==> src/rtl/pit_pkg.sv <==
package pit_pkg;
  localparam int CNT_W   = 16;
  localparam int PS_W    = 4;
  localparam int N_MATCH = 3;
  localparam int CAUSE_W = 6;
  localparam int CTL_W   = 6;

  // cause vector bit positions
  localparam int C_IVL = 0;
  localparam int C_M0  = 1;
  localparam int C_OVF = 4;
  localparam int C_EVT = 5;

  // counter-control bit positions
  localparam int K_HALT = 0;
  localparam int K_IVL  = 1;
  localparam int K_DOWN = 2;
  localparam int K_MEN  = 3;
  localparam int K_RST  = 4;

  localparam logic [CTL_W-1:0] CTL_INIT = 6'h21;
endpackage

==> src/rtl/pit_prescaler.sv <==
module pit_prescaler #(
  parameter int PS_W = pit_pkg::PS_W
) (
  input  logic            clk,
  input  logic            rst_n,
  input  logic            halt,
  input  logic            ps_en,
  input  logic [PS_W-1:0] ps_sel,
  output logic            tick
);
  localparam int DIV_W = 1 << PS_W;

  logic [DIV_W-1:0] acc;
  logic [DIV_W-1:0] mask;
  logic [PS_W:0]    shamt;

  always_comb begin
    shamt = {1'b0, ps_sel} + 1'b1;
    mask  = ~({DIV_W{1'b1}} << shamt);
    tick  = !halt && (!ps_en || ((acc & mask) == mask));
  end

  always_ff @(posedge clk) begin
    if (!rst_n || halt) acc <= '0;
    else                acc <= acc + 1'b1;
  end

  // a halted channel keeps its divider at zero
  p_div_held_r3: assert property (@(posedge clk) disable iff (!rst_n)
    halt |=> (acc == '0));
endmodule

==> src/rtl/pit_counter.sv <==
module pit_counter #(
  parameter int CNT_W = pit_pkg::CNT_W
) (
  input  logic             clk,
  input  logic             rst_n,
  input  logic             tick,
  input  logic             restart,
  input  logic             ivl_mode,
  input  logic             down,
  input  logic [CNT_W-1:0] interval,
  output logic [CNT_W-1:0] count,
  output logic [CNT_W-1:0] limit,
  output logic [CNT_W-1:0] nxt,
  output logic             step,
  output logic             wrap_ivl,
  output logic             wrap_ovf
);
  logic wrap;

  always_comb begin
    limit = ivl_mode ? interval : {CNT_W{1'b1}};
    wrap  = 1'b0;
    if (down) begin
      if (count == '0) begin
        nxt  = limit;
        wrap = 1'b1;
      end else begin
        nxt = count - 1'b1;
      end
    end else begin
      if (count >= limit) begin
        nxt  = '0;
        wrap = 1'b1;
      end else begin
        nxt = count + 1'b1;
      end
    end
    step     = tick && !restart;
    wrap_ivl = step && wrap && ivl_mode;
    wrap_ovf = step && wrap && !ivl_mode;
  end

  always_ff @(posedge clk) begin
    if (!rst_n || restart) count <= '0;
    else if (step)         count <= nxt;
  end

  // a restart write zeroes the count on its edge
  p_restart_clear_r9: assert property (@(posedge clk) disable iff (!rst_n)
    restart |=> (count == '0));

  // an up step at the limit lands on zero
  p_up_wrap_r4: assert property (@(posedge clk) disable iff (!rst_n)
    (step && !down && count == limit) |=> (count == '0));

  // a down step from zero reloads the limit
  p_down_reload_r6: assert property (@(posedge clk) disable iff (!rst_n)
    (step && down && count == '0) |=> (count == $past(limit)));
endmodule

==> src/rtl/pit_match.sv <==
module pit_match #(
  parameter int CNT_W = pit_pkg::CNT_W
) (
  input  logic             clk,
  input  logic             rst_n,
  input  logic             enable,
  input  logic             step,
  input  logic [CNT_W-1:0] nxt,
  input  logic [CNT_W-1:0] limit,
  input  logic [CNT_W-1:0] mval,
  input  logic [CNT_W-1:0] count,
  output logic             hit
);
  always_comb hit = enable && step && (mval <= limit) && (nxt == mval);

  // a hit means the count lands on the compare value
  p_match_land_r7: assert property (@(posedge clk) disable iff (!rst_n)
    hit |=> (count == $past(mval)));
endmodule

==> src/rtl/pit_status.sv <==
module pit_status #(
  parameter int W = pit_pkg::CAUSE_W
) (
  input  logic         clk,
  input  logic         rst_n,
  input  logic         clr,
  input  logic [W-1:0] set,
  input  logic [W-1:0] mask,
  output logic [W-1:0] sts,
  output logic         irq
);
  always_ff @(posedge clk) begin
    if (!rst_n) sts <= '0;
    else        sts <= (clr ? '0 : sts) | set;
  end

  always_comb irq = |(sts & mask);

  // without a clear, a recorded cause stays
  p_sticky_r10: assert property (@(posedge clk) disable iff (!rst_n)
    !clr |=> ((sts & $past(sts)) == $past(sts)));

  // a clear with no new cause empties the vector
  p_clear_empty_r10: assert property (@(posedge clk) disable iff (!rst_n)
    (clr && set == '0) |=> (sts == '0));
endmodule

==> src/rtl/pit_channel.sv <==
module pit_channel
  import pit_pkg::*;
#(
  parameter int CW = pit_pkg::CNT_W,
  parameter int PW = pit_pkg::PS_W
) (
  input  logic            clk,
  input  logic            rst_n,
  input  logic [PW:0]     clk_cfg,
  input  logic            ctl_we,
  input  logic [CTL_W-1:0] ctl_wdata,
  input  logic [CW-1:0]   interval,
  input  logic [CW-1:0]   match0,
  input  logic [CW-1:0]   match1,
  input  logic [CW-1:0]   match2,
  input  logic [CAUSE_W-1:0] irq_mask,
  input  logic            sts_clr,
  output logic [CW-1:0]   count,
  output logic [CAUSE_W-1:0] cause,
  output logic            irq
);
  logic [CTL_W-1:0]   ctrl_q;
  logic               restart;
  logic               tick;
  logic               step;
  logic               wrap_ivl;
  logic               wrap_ovf;
  logic [CW-1:0]      limit;
  logic [CW-1:0]      nxt;
  logic [CW-1:0]      mvals [N_MATCH];
  logic [N_MATCH-1:0] hits;
  logic [CAUSE_W-1:0] set_vec;

  // control word capture; restart acts once and is dropped
  always_ff @(posedge clk) begin
    if (!rst_n)      ctrl_q <= CTL_INIT;
    else if (ctl_we) ctrl_q <= ctl_wdata & ~(CTL_W'(1) << K_RST);
  end

  always_comb restart = ctl_we && ctl_wdata[K_RST];

  pit_prescaler #(.PS_W(PW)) u_ps (
    .clk    (clk),
    .rst_n  (rst_n),
    .halt   (ctrl_q[K_HALT]),
    .ps_en  (clk_cfg[0]),
    .ps_sel (clk_cfg[PW:1]),
    .tick   (tick)
  );

  pit_counter #(.CNT_W(CW)) u_cnt (
    .clk      (clk),
    .rst_n    (rst_n),
    .tick     (tick),
    .restart  (restart),
    .ivl_mode (ctrl_q[K_IVL]),
    .down     (ctrl_q[K_DOWN]),
    .interval (interval),
    .count    (count),
    .limit    (limit),
    .nxt      (nxt),
    .step     (step),
    .wrap_ivl (wrap_ivl),
    .wrap_ovf (wrap_ovf)
  );

  always_comb begin
    mvals[0] = match0;
    mvals[1] = match1;
    mvals[2] = match2;
  end

  for (genvar g = 0; g < N_MATCH; g++) begin : g_cmp
    pit_match #(.CNT_W(CW)) u_m (
      .clk    (clk),
      .rst_n  (rst_n),
      .enable (ctrl_q[K_MEN]),
      .step   (step),
      .nxt    (nxt),
      .limit  (limit),
      .mval   (mvals[g]),
      .count  (count),
      .hit    (hits[g])
    );
  end

  always_comb begin
    set_vec        = '0;
    set_vec[C_IVL] = wrap_ivl;
    set_vec[C_OVF] = wrap_ovf;
    for (int i = 0; i < N_MATCH; i++) set_vec[C_M0 + i] = hits[i];
  end

  pit_status #(.W(CAUSE_W)) u_sts (
    .clk   (clk),
    .rst_n (rst_n),
    .clr   (sts_clr),
    .set   (set_vec),
    .mask  (irq_mask),
    .sts   (cause),
    .irq   (irq)
  );

  // a stored halt freezes the count unless a restart write arrives
  p_halt_hold_r3: assert property (@(posedge clk) disable iff (!rst_n)
    (ctrl_q[K_HALT] && !restart) |=> $stable(count));

  // the event cause is never raised by this channel
  p_no_event_r8: assert property (@(posedge clk) disable iff (!rst_n)
    !cause[C_EVT]);
endmodule

==> config.mk <==
export PLATFORM = sky130hd
export DESIGN_NAME = pit_channel
export DESIGN_NICKNAME = d
export VERILOG_FILES = /design/src/rtl/pit_pkg.sv /design/src/rtl/pit_prescaler.sv /design/src/rtl/pit_counter.sv /design/src/rtl/pit_match.sv /design/src/rtl/pit_status.sv /design/src/rtl/pit_channel.sv
export SDC_FILE = /design/constraint.sdc
export NUM_CORES = 1
export LEC_CHECK = 0
export BUFFER_PORTS_ARGS = -buffer_cell sky130_fd_sc_hd__buf_2
export CAP_MARGIN = 15
export CORE_MARGIN = 5
export CORE_UTILIZATION = 55
export DETAILED_ROUTE_END_ITERATION = 7
export PLACE_DENSITY = 0.91
export SYNTH_ARGS = -nofsm -noshare
export SYNTH_HDL_FRONTEND = slang
export SYNTH_HIERARCHICAL = 1
export SYNTH_SLANG_ARGS = --single-unit
==> constraint.sdc <==
create_clock -name clk -period 4.6 [get_ports clk]
set_clock_uncertainty 0.15 [all_clocks]
set_input_delay 0.69 -clock clk [delete_from_list [all_inputs] [get_ports clk]]
set_output_delay 0.69 -clock clk [all_outputs]
set_load 0.02 [all_outputs]
==> metrics, run 1 <==
status finished with violations; DR vias 5362; critical path's slowest cell dfxtp_1; CP Launch Type flop; crit-path max FO 16; Final nets 903; final wirelength roughly 16000 um; top cells by area, synth ha_1 (17%), dfxtp_1 (16%), xnor2_1 (12%), inv_1 (5.3%), nand4_1 (4.2%); Crit path top cell by count nand4_1; Hold WS 378 ps; mux cell area share after synthesis 1.15%; post-synthesis cell type count 63; synthesized instance count 645; die height 107 um; Clock Sinks 42; CTS Buf Count 5; core area 9240 um^2; CTS Root Cell clkbuf_8; largest net degree at the start of global routing 18; Final Power 1.18 mW; # Max-Cap Violations 0; Post-CTS Hold Buffers 0; CP Data Arrival Time roughly 4500 ps; slew margin rel. 57.0%; top cell type's share of synthesized area 17.0%; initial antenna violation count 0; clk slew on worst S/H paths 90 ps; most common cell in the netlist inv_1; Post-Layout Cell Count between 800 and 900; Avg Vias per Cell between 6 and 7; failing checks design-rule violations; Slew @ Worst Pin approximately 640 ps; Iter 0 DRT Violations approximately 530; Post-Synth Simple-Gate Area ~25%; Post-Synth XOR/XNOR Area 14.4%; final slew viol count 0; Main synth FF type dfxtp_1; Post-synth EDFFs 0; sequential element share of the synthesized area 16.1%; Hold Path Class reg2reg; fin crit share 96.2%; number of diodes 0; Initial Utilization 56.4%; GRT Util Overall 27.0%; largest family of logic cells by synthesized area simple AND/OR/NAND/NOR gates; Post-Synth Adder-Cell Area approximately 17%; synthesized area 5220 um^2; multi-input logic area 3930 um^2; # rows 35; first-pass GRT wire length 25400 um; Synth Area in Compound Gates 17.8%; final period demand of the worst path ~4400 ps; Die Span X 107 um; RSZ-0062 raised after global routing false; die area 11500 um^2; sequential cell area 841 um^2; area delta synth->final 15.0%; Hold Fails Final Rpt 0; power density over cell area approximately 200 nW/um^2; syn avg cell area 8.09 um^2; CTS HTree Levels 2; Post-Syn Nets 801; vias in the first global route 5162; setup bufs post-CTS 0; post-layout instance area 6000 um^2; first-pass detailed-route iteration total 7; crit end category flop; DRT antenna net count 0; setup violators final 0; WL/cell 18.1 um; crit path kind reg2reg; worst skew pair latency around 310 ps; Async SR Flop Fraction 0%; Overflow after GRT 0; Residual DRC 1; total negative slack 0 ps; Max Buffers Root-to-Sink 2; CP cell instances nand2b_1, ha_1, and3_1, o21ai_0, a311oi_1, or4_1, buf_4, o32ai_2, xnor2_1, nand4_1, nor4_1, nand4_1, a21oi_1, o21a_1; # IOs 108; fillcell total 792; number of synthesized register bits 42; maximum clock rate 226 MHz; layout cells sized above 1 23.0%; dpl cell area 5870 um^2; required time worst endpoint 4710 ps; IO Port Bufs 106; CTS tree done; Leakage 3.04 nW; peak supply drop about 130 uV; hpwl dp 13000 um; Placer Congestion 0.944; Yosys Warn Count 6; Yosys top cell by area ha_1; most frequent cells after synthesis inv_1 (74), ha_1 (71), xnor2_1 (69); placed cells 868; Crit path largest cell delay between 600 and 700 ps
-- worst max-delay path: cells and delay by family (launching register included) --
family | cells | cell delay, ps
xor gates and xnor gates | 1 | 200
adders and majority gates | 1 | 340
DFF | 1 | 650
buffers and inverters | 1 | 230
and+or+nand+nor | 6 | 1760
AOI/OAI and AO/OA | 5 | 1030
-- power by group --
group / internal (mW) / total, mW / switching (mW)
clock network: 0.166 / 0.319 / 0.153
registers: 0.371 / 0.392 / 0.0202
logic: 0.202 / 0.470 / 0.268
total: 0.739 / 1.18 / 0.441
-- logic make-up (layout without fill, tap and decap cells) --
| family | after synthesis | in the layout |
|---|---|---|
| muxes | 6 | 6 |
| buffers and inverters | 104 | 207 |
| and+or+nand+nor | 218 | 218 |
| DFF | 42 | 42 |
| xor gates and xnor gates | 86 | 86 |
| other | 1 | 1 |
| AOI/OAI and AO/OA | 117 | 117 |
| adders and majority gates | 71 | 71 |
-- flip-flops by register name, indices dropped and copies added, names as in the netlist --
signal / cells
u_sts/sts: 6
u_ps/acc: 16
u_cnt/count: 16
ctrl_q: 4
-- cell usage in the layout (no fill, tap or decap), types with 3 or more instances in the layout --
cell type  count
buf_2        106
inv_1         74
ha_1          71
xnor2_1       69
dfxtp_1       42
nor2_1        42
nand4_1       35
nand3_1       30
nor2b_1       29
a21oi_1       28
buf_4         19
nand2_1       18
xor2_1        17
a21o_1        11
o32ai_2       11
nand2b_1      10
o21ai_0        9
and3_1         8
o221a_2        8
a211oi_1       7
mux2i_1        6
nor2_4         6
o221a_1        6
o21a_1         6
clkbuf_8       5
o211ai_1       5
nor4_1         5
nor3_1         5
o31ai_1        4
or4_1          4
o22ai_1        4
a22oi_1        4
nor3_2         3
-- layout make-up --
class                   instances  area share [%]
multi-input cells             499            65.5
inverters                      74            4.63
repair buffers                125            11.2
well taps                     129            2.69
clock inverters                 3           0.813
clock buffers                   5            1.15
flip-flops and latches         42            14.0
-- timing repair --
| action | in CTS | in global routing |
|---|---|---|
| endpoints found under the setup margin | 0 | 2 |
| gates resized for setup | 0 | 1 |
| endpoints found under the hold margin | 0 | 0 |
-- layer usage --
layer	vias to the layer above	share of wire, %	track usage [%]
met4	0	2.1	6.94
met3	34	8.6	4.14
met2	306	47	45.0
met1	2526	42	36.3
met5	-	0	0
li1	2496	-	-
-- stage by stage --
step	worst slack, ps	util (%)
global placement	307	63.6
CTS	290	64.8
finish	176	64.9
floorplan	859	-
global route	14.5	64.9
detailed placement	172	63.6
-- final timing paths --
| check | from | end | slack [ps] | cells past startpoint |
|---|---|---|---|---|
| worst min register to register | u_ps/acc[15] | u_ps/acc[15] | 380 | 2 |
| worst max-delay path | ctrl_q[1] | u_sts/sts[2] | 180 | 14 |
| worst max register to register | ctrl_q[1] | u_sts/sts[2] | 180 | 14 |
| worst min-delay path | u_ps/acc[15] | u_ps/acc[15] | 380 | 2 |
Note: power is estimated with default switching activity, not from simulation.
==> run 2, diff against run 1 <==
Settings changed: CORE_MARGIN 5 to not set.
Clock period 4.6 ns to 5.4 ns, I/O delays scaled along.
==> run 2 against run 1 <==
Net effect:
- the run now ends clean
- critical path depth is the same
- non-clock buffer count fell by 15
- hold slack lost 6.5 ps
- via count grew 2.1%
- largest cell class unchanged
- highest routed layer unchanged
==> metrics, run 2 (synthesis results as in run 1) <==
Overflow after GRT 0 (unchanged); Seq pwr share 36.0% (+2.8 points); Slew @ Worst Pin 1010 ps (+362 ps); crit path launch ctrl_q[1]; DRT antenna net count 0 (unchanged); layout cells sized above 1 21.3% (-1.7 points); Top Registers u_cnt/count (16), u_ps/acc (16), u_sts/sts (6); hold path cells 1 (-1); die height 99.4 um (-7.5%); CP Data Arrival Time 4930 ps (+400 ps); crit path kind reg2reg; # Max-Cap Violations 0 (unchanged); largest net degree at the start of global routing 20 (+2); DR vias 5477 (+2.1%); worst skew pair latency 300 ps (about the same); fillcell total 741 (-6.4%); Hold Fails Final Rpt 0 (unchanged); die area 9880 um^2 (-14%); multi-input logic area 3930 um^2 (unchanged); first-pass detailed-route iteration total 7 (unchanged); Iter 0 DRT Violations 455 (-13%); hpwl dp 12500 um (-3.6%); CP Launch Type flop; Sw Ratio 39.1% (+1.8 points); IO Port Bufs 106 (unchanged); clock power share 22.5% (-4.5 points); final wirelength 15700 um (-0.93%); Post-CTS Hold Buffers 0 (unchanged); GRT Util Overall 31.3% (+4.4 points); Leakage 2.95 nW (-2.8%); crit end category flop; area delta synth->final 11.9%; post-CTS sizing 0 (unchanged); number of diodes 0 (unchanged); # IOs 108 (unchanged); Placer Congestion 0.989 (+4.7%); maximum clock rate 207 MHz (-8.5%); Int Pwr 0.569 mW (-23%); CTS Buf Count 5 (unchanged); final slew viol count 0 (unchanged); Comb power frac 41.5% (+1.7 points); initial antenna violation count 0 (unchanged); hold path start u_ps/acc[0]; WL/cell 18.6 um (+2.9%); Hold Path End u_ps/acc[0]; CTS tree done; commonest non-fill, non-tap cell in the layout buf_2; reg2reg end u_sts/sts[2]; RR Startpoint ctrl_q[1]; Die Span X 99.4 um (-7.5%); clk slew on worst S/H paths 90 ps (about the same); Hold Path Class reg2reg; core area 9200 um^2 (-0.47%); required time worst endpoint 5500 ps (+790 ps); setup bufs post-CTS 0 (unchanged); Avg Vias per Cell 6.49 (+6.1%); crit-path max FO 19 (+3); dpl cell area 5740 um^2 (-2.3%); total negative slack 0 ps (unchanged); final period demand of the worst path 4840 ps (+413 ps); # rows 35 (unchanged); RSZ-0062 raised after global routing false; vias in the first global route 5298 (+2.6%); Clock Sinks 42 (unchanged); Max Buffers Root-to-Sink 2 (unchanged); CTS Root Cell clkbuf_8; peak supply drop 188 uV (+43%); Initial Utilization 56.7% (+0.27 points); worst reg-to-reg path cell count 14 (unchanged); post-layout instance area 5840 um^2 (-2.7%); slew margin rel. 32.9% (-24 points); first-pass GRT wire length 24700 um (-2.9%); power density over cell area 160 nW/um^2 (-19%); sequential cell area 841 um^2 (unchanged); fin crit share 89.6% (-6.6 points); most frequent cells in the layout buf_2 (106), inv_1 (74), ha_1 (71); status complete, no violations; sw power 0.366 mW (-17%); CTS HTree Levels 2 (unchanged); Reg2Reg Setup Slack 560 ps (+390 ps); setup violators final 0 (unchanged); Final nets 888 (-1.7%); Residual DRC 0 (-1)
-- run 2: cell types whose count changed in the layout (fill, tap and decap cells not counted), sizes merged --
cell,delta
buf,-15
clkinv,+2
bufinv,-1
clkbuf,+1
clkinvlp,-1
inv,-1
-- run 2: cell type report --
cell class	instances	area share (%)
Multi-Input combinational cell	499	67.3
Timing Repair Buffer	110	9.67
Clock buffer	6	1.24
Clock inverter	2	0.236
Tap cell	111	2.38
Sequential cell	42	14.4
Inverter	74	4.76
-- run 2: metal layers --
| metal | GRT usage, % | up-vias | wire (um) |
|---|---|---|---|
| met5 | 0 | - | 0 |
| met4 | 15.8 | 0 | 710 |
| met3 | 3.65 | 70 | 1420 |
| met2 | 54.9 | 350 | 7510 |
| met1 | 37.9 | 2582 | 6050 |
| li1 | - | 2475 | - |
-- run 2: power by group through the flow --
stage               registers (mW)  logic (mW)  clock network [mW]
finish                       0.337       0.388               0.211
global route                 0.338       0.414               0.225
CTS                          0.336       0.375               0.214
detailed placement           0.343       0.371                   0
global placement             0.342       0.352                   0
floorplan                    0.336       0.278                   0
-- run 2: worst max path at each step --
| stage | to | slack, ps |
|---|---|---|
| floorplan | u_sts/sts[1] | 1540 |
| global placement | u_sts/sts[2] | 690 |
| detailed placement | u_sts/sts[2] | 570 |
| CTS | u_sts/sts[2] | 670 |
| global route | u_sts/sts[1] | 350 |
| finish | u_sts/sts[2] | 560 |
-- run 2: worst max-delay path, stage by stage, from the launching register on --
cell	delay, ps
dfxtp_1	750
nand2b_1	330
ha_1	350
and3_1	130
o21ai_0	160
a311oi_1	140
or4_1	790
a21boi_2	300
o21ai_0	540
xnor2_1	190
nand4_1	120
nor4_1	300
nand4_1	140
a21oi_1	230
o21a_1	160
-- run 2: through the flow --
step | std cells | power (mW) | utilization, % | hold slack (ps) | setup WS, ps
detailed placement | 835 | 0.714 | 62.4 | 340 | 569
CTS | 843 | 0.925 | 63.3 | 359 | 670
global route | 844 | 0.977 | 63.5 | 380 | 348
floorplan | 645 | 0.614 | - | 303 | 1540
finish | 844 | 0.935 | 63.5 | 372 | 563
global placement | 835 | 0.694 | 62.4 | 333 | 689
==> run 3, diff against run 2 <==
Settings changed: BUFFER_PORTS_ARGS -buffer_cell sky130_fd_sc_hd__buf_2 to -buffer_cell sky130_fd_sc_hd__buf_4.
Clock period 5.4 ns to 5.05 ns, I/O delays scaled along.
==> run 3 against run 2 <==
Net effect:
- register-to-register slack improved by 90 ps
- design area rose by 5.5%
- first-iteration DRC count fell by 21%
- count of clock-buffer cells in the layout rose by 1
- power rose by 12%
- maximum frequency rose by 10%
- global-route usage fell by 0.16 points
- final cell count rose by 0.71%
- critical path depth did not move
- non-clock buffer count rose by 6
- critical path type unchanged
- critical endpoint is now u_sts/sts[1]
==> metrics, run 3 (synthesis results as in run 1) <==
status complete, no violations; clk slew on worst S/H paths 90 ps (about the same); Residual DRC 0 (unchanged); CTS Buf Count 5 (unchanged); crit path kind reg2reg; CP Launch Type flop; Placer Congestion 0.980 (-0.92%); setup violators final 0 (unchanged); Int Pwr 0.649 mW (+14%); GR Util met3 4.57% (+0.91 points); DRT antenna net count 0 (unchanged); Sw Ratio 37.8% (-1.3 points); sw power 0.395 mW (+8.0%); Final nets 894 (+0.68%); CTS tree done; crit path launch ctrl_q[1]; Slew @ Worst Pin 820 ps (-186 ps); crit end category flop; Hold Path Class reg2reg; final slew viol count 0 (unchanged); WL/cell 18.5 um (-0.53%); most frequent cells in the layout buf_4 (115), inv_1 (74), ha_1 (71); die height 99.4 um (unchanged); CP cell instances buf_4, nor2b_1, ha_1, a21oi_1, a21oi_1, or4_1, buf_4, o32ai_2, xnor2_1, nand4_1, nor4_1, nand4_1, a21oi_1, o21a_1; Initial Utilization 56.7% (unchanged); GRT Util Overall 31.2% (-0.16 points); Hold WS 368 ps (-3.76 ps); initial antenna violation count 0 (unchanged); final wirelength 15700 um (+0.18%); most used routing layer met2; first-pass GRT wire length 24400 um (-1.3%); CTS HTree Levels 2 (unchanged); maximum clock rate 227 MHz (+10%); Iter 0 DRT Violations 358 (-21%); Reg2Reg Setup Slack 650 ps (+90 ps); fin crit share 87.1% (-2.5 points); Leakage 3.06 nW (+3.5%); hold path start u_ps/acc[0]; Max Buffers Root-to-Sink 2 (unchanged); Avg Vias per Cell 6.18 (-4.8%); crit-path max FO 12 (-7); worst skew pair latency 310 ps (about the same); reg2reg end u_sts/sts[1]; RR Startpoint ctrl_q[1]; GR Util met2 52.9% (-1.9 points); clock power share 23.6% (+1.1 points); dpl cell area 6060 um^2 (+5.6%); Crit path largest cell delay 790 ps (about the same); DR vias 5251 (-4.1%); Hold Path End u_ps/acc[0]; first-pass detailed-route iteration total 5 (-2); critical path's slowest cell or4_1; post-layout instance area 6160 um^2 (+5.5%); required time worst endpoint 5150 ps (-350 ps); Comb power frac 42.2% (+0.7 points); hold path cells 1 (unchanged); post-CTS sizing 0 (unchanged); placed cells 842 (+0.84%); power density over cell area 170 nW/um^2 (+6.0%); Post-CTS Hold Buffers 0 (unchanged); Seq pwr share 34.3% (-1.7 points); Final Power 1.04 mW (+12%); CTS Root Cell clkbuf_8; number of diodes 0 (unchanged); # IOs 108 (unchanged); Overflow after GRT 0 (unchanged); sequential cell area 841 um^2 (unchanged); hpwl dp 12800 um (+2.5%); die area 9880 um^2 (unchanged); Crit path top cell by count a21oi_1; multi-input logic area 3930 um^2 (unchanged); final period demand of the worst path 4400 ps (-439 ps); commonest non-fill, non-tap cell in the layout buf_4; total negative slack 0 ps (unchanged); RSZ-0062 raised after global routing false; core area 9200 um^2 (unchanged); worst reg-to-reg path cell count 14 (unchanged); Top Registers u_cnt/count (16), u_ps/acc (16), u_sts/sts (6); fillcell total 746 (+0.67%); Post-Layout Cell Count 850 (+0.71%); layout cells sized above 1 21.9% (+0.64 points); met1 Usage GRT 40.8% (+2.9 points); area delta synth->final 18.0%; Clock Sinks 42 (unchanged); # rows 35 (unchanged); IO Port Bufs 106 (unchanged); slew margin rel. 45.2% (+12 points); Die Span X 99.4 um (unchanged); largest net degree at the start of global routing 18 (-10%); CP Data Arrival Time 4500 ps (-430 ps); peak supply drop 149 uV (-21%); setup bufs post-CTS 0 (unchanged); # Max-Cap Violations 0 (unchanged); vias in the first global route 4882 (-7.9%); Hold Fails Final Rpt 0 (unchanged)
## run 3: how the worst max path moves through the flow
stage	end	slack, ps
after floorplan	u_sts/sts[1]	1240
after global placement	u_sts/sts[3]	570
after detailed placement	u_sts/sts[3]	500
after CTS	u_sts/sts[3]	770
after global routing	u_sts/sts[3]	420
final	u_sts/sts[1]	650
## run 3: per-layer routing
metal  wire length, um  share of wire [%]
met5                 0                  0
met1              6580                 42
met4               439                2.8
met3              1270                8.1
met2              7430                 47
## run 3: area by class of cell
type                    count  area share, %
clock buffers               7           1.40
flip-flops and latches     42           13.7
clock inverters             1          0.142
repair buffers            116           14.2
well taps                 111           2.26
multi-input cells         499           63.8
inverters                  74           4.51
## run 3: power groups by stage
stage | clock, mW | combinational, mW | sequential (mW)
floorplan | 0 | 0.297 | 0.359
global placement | 0 | 0.414 | 0.364
detailed placement | 0 | 0.430 | 0.365
CTS | 0.248 | 0.432 | 0.357
global route | 0.266 | 0.472 | 0.359
finish | 0.246 | 0.441 | 0.358
## run 3: through the flow
step                      utilization (%)  setup WS (ps)
after global placement               65.8            572
after detailed placement             65.9            501
after floorplan                         -           1240
after CTS                            66.9            769
final                                66.9            652
after global routing                 66.9            425
## run 3: worst max-delay path: cells and delay by family (launching register included)
family	cells	cell delay, ps
compound gates	5	920
simple gates	5	1640
flops	1	590
fa+ha+maj	1	330
xor+xnor	1	200
buf+inv	2	510
